[config.mk]
export PLATFORM = sky130hd
export DESIGN_NAME = adc_scan_seq
export DESIGN_NICKNAME = d
export VERILOG_FILES = /design/src/rtl/adc_seq_pkg.sv /design/src/rtl/adc_trig_sel.sv /design/src/rtl/adc_chan_ptr.sv /design/src/rtl/adc_scan_seq.sv
export SDC_FILE = /design/constraint.sdc
export NUM_CORES = 1
export LEC_CHECK = 0
export BUFFER_PORTS_ARGS = -buffer_cell sky130_fd_sc_hd__clkbuf_2
export CORE_MARGIN = 3
export CORE_UTILIZATION = 57
export CTS_CLUSTER_SIZE = 8
export DETAILED_ROUTE_END_ITERATION = 16
export GPL_TIMING_DRIVEN = 0
export PLACE_DENSITY = 0.84
export SYNTH_ARGS = -nofsm -noshare
export SYNTH_HDL_FRONTEND = slang
export SYNTH_SLANG_ARGS = --single-unit
[constraint.sdc]
create_clock -name clk_i -period 3.3 [get_ports clk_i]
set_input_delay 0.66 -clock clk_i [delete_from_list [all_inputs] [get_ports clk_i]]
set_output_delay 0.66 -clock clk_i [all_outputs]
set_load 0.1 [all_outputs]
[src/rtl/adc_seq_pkg.sv]
package adc_seq_pkg;
  typedef enum logic [1:0] {
    MD_SINGLE_RT = 2'b00,
    MD_SINGLE    = 2'b01,
    MD_CONT      = 2'b10,
    MD_STEP      = 2'b11
  } mode_e;

  typedef enum logic [1:0] {
    ST_IDLE,
    ST_CONV,
    ST_HOLD,
    ST_PARK
  } state_e;

  // control word bit positions
  localparam int B_BUSY  = 0;
  localparam int B_INT   = 1;
  localparam int B_IE    = 2;
  localparam int B_PAUSE = 3;
  localparam int B_SRC   = 4;
  localparam int B_START = 6;
  localparam int B_MODE  = 8;
  localparam int B_BANK  = 10;
  // range word field positions
  localparam int B_FIRST = 0;
  localparam int B_LAST  = 8;
  // addresses
  localparam logic [1:0] A_CTRL  = 2'd0;
  localparam logic [1:0] A_RANGE = 2'd1;
  localparam logic [1:0] A_RES   = 2'd2;
endpackage

[src/rtl/adc_trig_sel.sv]
module adc_trig_sel (
  input  logic       sw_i,
  input  logic       ext_i,
  input  logic       tmr_i,
  input  logic [1:0] src_i,
  output logic       trig_o
);
  assign trig_o = sw_i | (ext_i & src_i[0]) | (tmr_i & src_i[1]);
endmodule

[src/rtl/adc_chan_ptr.sv]
module adc_chan_ptr #(
  parameter int CH_W = 5
) (
  input  logic            clk_i,
  input  logic            rst_ni,
  input  logic            load_i,
  input  logic            adv_i,
  input  logic [CH_W-1:0] first_i,
  input  logic [CH_W-1:0] last_i,
  output logic [CH_W-1:0] ch_o,
  output logic            at_last_o
);
  logic [CH_W-1:0] ch_q;

  assign ch_o      = ch_q;
  assign at_last_o = (ch_q == last_i);

  // natural overflow of ch_q gives the top-to-zero wrap
  always_ff @(posedge clk_i or negedge rst_ni) begin
    if (!rst_ni)        ch_q <= '0;
    else if (load_i)    ch_q <= first_i;
    else if (adv_i)     ch_q <= at_last_o ? first_i : ch_q + 1'b1;
  end

  a_r3_wrap_to_zero: assert property (@(posedge clk_i) disable iff (!rst_ni)
    (adv_i && !load_i && ch_q == {CH_W{1'b1}} && !at_last_o) |=> (ch_q == '0));

  a_r3_last_to_first: assert property (@(posedge clk_i) disable iff (!rst_ni)
    (adv_i && !load_i && at_last_o) |=> (ch_q == $past(first_i)));
endmodule

[src/rtl/adc_scan_seq.sv]
module adc_scan_seq
  import adc_seq_pkg::*;
#(
  parameter int CH_W   = 5,
  parameter int DATA_W = 10,
  parameter int REG_W  = 16
) (
  input  logic              clk_i,
  input  logic              rst_ni,
  input  logic              wr_en_i,
  input  logic [1:0]        wr_addr_i,
  input  logic [REG_W-1:0]  wr_data_i,
  input  logic [1:0]        rd_addr_i,
  input  logic              rmw_i,
  output logic [REG_W-1:0]  rd_data_o,
  input  logic              ext_trig_i,
  input  logic              tmr_trig_i,
  output logic              conv_start_o,
  output logic [CH_W:0]     conv_chan_o,
  input  logic              conv_done_i,
  input  logic [DATA_W-1:0] conv_data_i,
  output logic              irq_o
);
  state_e            state_q, nxt;
  mode_e             mode_q;
  logic [1:0]        src_q;
  logic              ie_q, int_q, pause_q, bank_q, start_q;
  logic [CH_W-1:0]   first_q, last_q, ch;
  logic [DATA_W-1:0] result_q, pend_q;
  logic              ctrl_wr, range_wr, sw_start, force_stop, trig, at_last;
  logic              load, adv, go, commit, use_pend, to_hold, busy;
  logic              unused_wr;

  assign ctrl_wr    = wr_en_i && (wr_addr_i == A_CTRL);
  assign range_wr   = wr_en_i && (wr_addr_i == A_RANGE);
  assign sw_start   = ctrl_wr && wr_data_i[B_START];
  assign force_stop = ctrl_wr && !wr_data_i[B_BUSY];
  assign busy       = (state_q != ST_IDLE);
  assign unused_wr  = ^wr_data_i;

  adc_trig_sel u_trig (
    .sw_i  (sw_start),
    .ext_i (ext_trig_i),
    .tmr_i (tmr_trig_i),
    .src_i (src_q),
    .trig_o(trig)
  );

  adc_chan_ptr #(.CH_W(CH_W)) u_ptr (
    .clk_i    (clk_i),
    .rst_ni   (rst_ni),
    .load_i   (load),
    .adv_i    (adv),
    .first_i  (first_q),
    .last_i   (last_q),
    .ch_o     (ch),
    .at_last_o(at_last)
  );

  always_comb begin
    nxt      = state_q;
    load     = 1'b0;
    adv      = 1'b0;
    go       = 1'b0;
    commit   = 1'b0;
    use_pend = 1'b0;
    to_hold  = 1'b0;
    unique case (state_q)
      ST_IDLE: if (trig) begin load = 1'b1; go = 1'b1; nxt = ST_CONV; end
      ST_CONV: begin
        if (trig && mode_q == MD_SINGLE_RT) begin
          load = 1'b1; go = 1'b1;
        end else if (conv_done_i) begin
          // mode bit 1 set: repeating or stepping modes hold on an unserviced flag
          if (int_q && mode_q[1]) begin to_hold = 1'b1; nxt = ST_HOLD; end
          else commit = 1'b1;
        end
      end
      ST_HOLD: if (!int_q) begin commit = 1'b1; use_pend = 1'b1; end
      ST_PARK: if (trig) begin go = 1'b1; nxt = ST_CONV; end
      default: nxt = ST_IDLE;
    endcase
    if (commit) begin
      unique case (mode_q)
        MD_CONT: begin adv = 1'b1; go = 1'b1; nxt = ST_CONV; end
        MD_STEP: begin adv = 1'b1; nxt = ST_PARK; end
        default: begin
          if (at_last) nxt = ST_IDLE;
          else begin adv = 1'b1; go = 1'b1; nxt = ST_CONV; end
        end
      endcase
    end
    if (force_stop) begin
      nxt = ST_IDLE; load = 1'b0; adv = 1'b0; go = 1'b0;
      commit = 1'b0; use_pend = 1'b0; to_hold = 1'b0;
      if (sw_start) begin load = 1'b1; go = 1'b1; nxt = ST_CONV; end
    end
  end

  always_ff @(posedge clk_i or negedge rst_ni) begin
    if (!rst_ni) begin
      state_q  <= ST_IDLE;
      start_q  <= 1'b0;
      result_q <= '0;
      pend_q   <= '0;
      int_q    <= 1'b0;
      pause_q  <= 1'b0;
      ie_q     <= 1'b0;
      src_q    <= '0;
      mode_q   <= MD_SINGLE_RT;
      bank_q   <= 1'b0;
      first_q  <= '0;
      last_q   <= '0;
    end else begin
      state_q <= nxt;
      start_q <= go;
      if (commit)  result_q <= use_pend ? pend_q : conv_data_i;
      if (to_hold) pend_q   <= conv_data_i;
      if (commit)                              int_q <= 1'b1;
      else if (ctrl_wr && !wr_data_i[B_INT])   int_q <= 1'b0;
      if (to_hold)                             pause_q <= 1'b1;
      else if (ctrl_wr && !wr_data_i[B_PAUSE]) pause_q <= 1'b0;
      if (ctrl_wr) begin
        ie_q   <= wr_data_i[B_IE];
        src_q  <= wr_data_i[B_SRC +: 2];
        mode_q <= mode_e'(wr_data_i[B_MODE +: 2]);
        bank_q <= wr_data_i[B_BANK];
      end
      if (range_wr) begin
        first_q <= wr_data_i[B_FIRST +: CH_W];
        last_q  <= wr_data_i[B_LAST +: CH_W];
      end
    end
  end

  assign conv_start_o = start_q;
  assign conv_chan_o  = {bank_q, ch};
  assign irq_o        = int_q & ie_q;

  always_comb begin
    rd_data_o = '0;
    unique case (rd_addr_i)
      A_CTRL: begin
        rd_data_o[B_BUSY]      = busy | rmw_i;
        rd_data_o[B_INT]       = int_q | rmw_i;
        rd_data_o[B_IE]        = ie_q;
        rd_data_o[B_PAUSE]     = pause_q | rmw_i;
        rd_data_o[B_SRC +: 2]  = src_q;
        rd_data_o[B_MODE +: 2] = mode_q;
        rd_data_o[B_BANK]      = bank_q;
      end
      A_RANGE: begin
        rd_data_o[B_FIRST +: CH_W] = first_q;
        rd_data_o[B_LAST +: CH_W]  = last_q;
      end
      A_RES:   rd_data_o[DATA_W-1:0] = result_q;
      default: rd_data_o = '0;
    endcase
  end

  a_r2_start_while_busy: assert property (@(posedge clk_i) disable iff (!rst_ni)
    conv_start_o |-> busy);

  a_r8_forced_stop: assert property (@(posedge clk_i) disable iff (!rst_ni)
    (ctrl_wr && !wr_data_i[B_BUSY] && !wr_data_i[B_START]) |=> (state_q == ST_IDLE));

  a_r9_flag_on_result: assert property (@(posedge clk_i) disable iff (!rst_ni)
    commit |=> int_q);

  a_r10_held_result_stable: assert property (@(posedge clk_i) disable iff (!rst_ni)
    (state_q == ST_HOLD && int_q) |=> $stable(result_q));

  a_r10_no_start_in_hold: assert property (@(posedge clk_i) disable iff (!rst_ni)
    (state_q == ST_HOLD) |-> !conv_start_o);
endmodule

==> flow_summary.rst <==
.. list-table::
   :header-rows: 1

   * - Metric
     - Value
   * - Number of I/O port buffers
     - 53
   * - Row count
     - 23
   * - Launch point of the worst hold path
     - pend_q[4]
   * - Count of cells along the worst register-to-register path
     - 8
   * - FF-to-FF Start
     - state_q[0]
   * - Gate Count Post-Synth
     - 237
   * - Net Sw Power
     - 1.37 mW
   * - Clock tree from TritonCTS
     - yes
   * - Netlist area before placement
     - 2520 um^2
   * - Class of the worst hold path
     - register to register
   * - Final Slew Violations
     - 0
   * - Core utilization of the finished layout
     - 71.6%
   * - Filler cell count in the final layout
     - 334
   * - Count of nets left with antenna violations after detail routing
     - 0
   * - Worst Hold Path EP
     - pend_q[4]
   * - Effective utilization at floorplan
     - 60.9%
   * - Sequential-to-total area share from yosys stat
     - 45.6%
   * - Endpoints failing setup
     - 0
   * - Worst Hold Slack
     - 0.509 ns
   * - Detailed Route Iter0 Violations
     - 119
   * - Fraction of power spent switching nets
     - 47.6%
   * - Total design power
     - 2.88 mW
   * - Detail Placement HPWL
     - 4070 um
   * - Area Overhead vs Synth
     - 17.5%
   * - Capturing element type of the critical path
     - output port
   * - Number of cells on the worst hold path
     - 1
   * - Part of the total power dissipated in the clock network
     - 14.3%
   * - Number of distinct library cell variants in the gate-level netlist after synthesis
     - 44
   * - Cells after DPL
     - 342
   * - Die width
     - 72.6 um
   * - Largest area contributor in the synthesized netlist
     - sky130_fd_sc_hd__dfrtp_1
   * - Non-filler instance count after layout
     - 350
   * - Via count normalized by instance count
     - 5.62
   * - Number of flops mapped to enable cells by yosys
     - 0
   * - Internal
     - 1.51 mW
   * - Vias in the first global route
     - 1,986
   * - Result of the run
     - finished clean
   * - Async S/R FF share, synth
     - 100%
   * - Main area contributors after synthesis
     - sky130_fd_sc_hd__dfrtp_1, sky130_fd_sc_hd__mux2_2, sky130_fd_sc_hd__mux2i_1
   * - Total congestion overflow after global routing
     - 0
   * - Max Cap Viol
     - 0
   * - Post-route clock skew
     - 0.00464 ns
   * - Post-Synthesis Mean Instance Area
     - 10.7 um^2
   * - Weighted congestion at the end of routability-driven global placement
     - 0.827
   * - Register clock-pin slew on the reported worst setup and hold paths
     - 0.08 ns
   * - Wire length of the first global-routing pass
     - 9090 um
   * - Source-to-sink clock delay at the later pin of the worst-skew pair
     - 0.30 ns
   * - Quantity of hold-fixing buffers added after cts
     - 0
   * - Antenna violations before repair
     - 0
   * - Post_cts resized
     - 0
   * - Final sum of negative setup slack
     - 0 ns
   * - Headroom to the max-slew limit
     - 23.6%
   * - DRT Wirelength
     - 5540 um
   * - Flop and latch count out of synthesis
     - 46
   * - Category of the critical setup timing path
     - input port to output port
   * - Final min period
     - 2.74 ns
   * - Hold Fails Final Rpt
     - 0
   * - Unrepaired setup endpoints after global routing
     - false
   * - Most used flip-flop cell after synthesis
     - sky130_fd_sc_hd__dfrtp_1
   * - Floorplan Core Area
     - 4140 um^2
   * - Worst-margin pin slew
     - 1.15 ns
   * - Peak supply drop
     - 654 uV
   * - Number of clock sinks seen by CTS
     - 46
   * - Most instantiated library cell after synthesis
     - sky130_fd_sc_hd__dfrtp_1
   * - Layout cells sized above 1
     - 33.3%
   * - Final net count
     - 341
   * - Critical path launch point type
     - input port
   * - Worst flop-to-flop path endpoint
     - result_q[5]
   * - Maximum achievable frequency
     - 0.365 GHz
   * - Logic gate share of total power
     - 52.8%
   * - Remaining DRCs
     - 0
   * - Overall Global Routing Usage
     - 22.6%
   * - Total die area
     - 5260 um^2
   * - Total via count after detailed routing
     - 1,968
   * - Sequential fraction of design power
     - 32.9%
   * - Number of iterations in the first detailed-routing pass
     - 4
   * - Setup fix buffers added after clock tree synthesis
     - 0
   * - Ports
     - 61
   * - Register area
     - 1150 um^2
   * - Period utilisation layout
     - 82.9%
   * - Flop-to-flop setup slack
     - 1.13 ns
   * - DR WL/cell
     - 15.8 um
   * - CTS Buf Count
     - 5
   * - Chip Height
     - 72.6 um
   * - Worst EP required
     - 2.64 ns
   * - Crit path DAT
     - 2.08 ns
   * - Syn. warnings
     - 0
   * - Most instantiated cells after synthesis
     - sky130_fd_sc_hd__dfrtp_1, sky130_fd_sc_hd__mux2_2, sky130_fd_sc_hd__nor2_1, sky130_fd_sc_hd__mux2i_1, sky130_fd_sc_hd__a21oi_1
   * - Buffer depth of the longest clock path
     - 2
   * - Area of the multi-input gates
     - 1270 um^2
   * - Pwr Density
     - 971 nW/um^2
   * - Cell at the root of the clock tree
     - sky130_fd_sc_hd__clkbuf_8
   * - Area share of the largest cell type after synthesis
     - 45.6%
   * - Maximum number of pins on one net before global-route repair
     - 47
   * - Leakage power
     - 1.42 nW
   * - Diodes inserted
     - 0
   * - Level count of the clock H-tree
     - 2
   * - Maximum fanout along the worst path
     - 10
[critical path, cell delays in order]
cell and delay, ns:
sky130_fd_sc_hd__clkbuf_2 0.14, sky130_fd_sc_hd__buf_1 0.46, sky130_fd_sc_hd__mux2i_1 0.18, sky130_fd_sc_hd__o21ai_1 0.16, sky130_fd_sc_hd__clkbuf_2 0.48
[sequential cells by signal (all words and copies together), names as in the netlist]
name and count:
last_q 5, src_q 2, mode_q 2, bank_q 1, ie_q 1, result_q 10, pend_q 10, u_ptr.ch_o 5
int_q 1, first_q 5, state_q 2, pause_q 1, conv_start_o 1
[placed cells by master, fill, tap and decap left out, types with 4 or more instances in the layout]
cell / instances
sky130_fd_sc_hd__mux2i_1: 20
sky130_fd_sc_hd__o21ai_0: 5
sky130_fd_sc_hd__a21oi_1: 18
sky130_fd_sc_hd__buf_4: 4
sky130_fd_sc_hd__clkbuf_2: 53
sky130_fd_sc_hd__dfrtp_1: 46
sky130_fd_sc_hd__nand2_1: 12
sky130_fd_sc_hd__nor2_1: 21
sky130_fd_sc_hd__ha_1: 5
sky130_fd_sc_hd__clkbuf_8: 5
sky130_fd_sc_hd__nor2b_1: 6
sky130_fd_sc_hd__inv_1: 5
sky130_fd_sc_hd__o21ai_1: 7
sky130_fd_sc_hd__mux2_2: 25
sky130_fd_sc_hd__clkbuf_1: 7
sky130_fd_sc_hd__buf_2: 4
[per-stage QoR]
step	area [um^2]	worst slack [ns]
global placement	2860	0.506
CTS	2970	0.564
finish	2970	0.563
global route	2970	0.473
detailed placement	2860	0.570
floorplan	2530	0.166
[power by group through the flow]
stage               Sequential [mW]  Clock [mW]  Combinational [mW]
floorplan                      1.16           0                1.02
global placement              0.948           0                1.48
detailed placement            0.959           0                1.51
CTS                           0.950       0.419                1.52
global route                  0.983       0.444                1.64
finish                        0.948       0.413                1.52
[layer usage]
| metal | GRT usage [%] | vias to the layer above | part of all wire (%) |
|---|---|---|---|
| met5 | 0 | - | 0 |
| met4 | 9.02 | 0 | 2.3 |
| met3 | 5.82 | 16 | 6.2 |
| met2 | 35.8 | 63 | 47 |
| met1 | 29.5 | 939 | 44 |
| li1 | - | 950 | - |
[layout make-up]
type | count | share of cell area (%)
clock inverter | 1 | 1.01
clock buffer | 7 | 2.57
sequential | 46 | 38.8
inverter | 5 | 0.633
timing repair buffer | 53 | 8.94
tap | 50 | 2.11
multi-input combinational | 172 | 42.7
buffer | 16 | 3.21
[how the worst max path moves through the flow]
| stage | to | cells after the start | start | slack, ns |
|---|---|---|---|---|
| floorplan | rd_data_o[0] | 3 | rd_addr_i[0] | 0.17 |
| global placement | rd_data_o[9] | 5 | rd_addr_i[0] | 0.51 |
| detailed placement | rd_data_o[9] | 5 | rd_addr_i[0] | 0.57 |
| CTS | rd_data_o[9] | 5 | rd_addr_i[0] | 0.56 |
| global route | rd_data_o[0] | 5 | rd_addr_i[0] | 0.47 |
| finish | rd_data_o[9] | 5 | rd_addr_i[0] | 0.56 |
[logic make-up (layout without fill, tap and decap cells)]
group / after synthesis / in the layout / share of synthesized area (%)
AO/OA/AOI/OAI: 55 / 55 / 14.3
XOR/XNOR: 5 / 5 / 1.73
adder cells (fa/ha/maj): 5 / 5 / 2.48
buffers and inverters: 21 / 82 / 4.51
flip-flops: 46 / 46 / 45.6
multiplexers: 45 / 45 / 19.1
other: 1 / 3 / 0.149
AND/OR/NAND/NOR: 59 / 59 / 12.2
No activity file was read; power rests on OpenSTA's default activity.
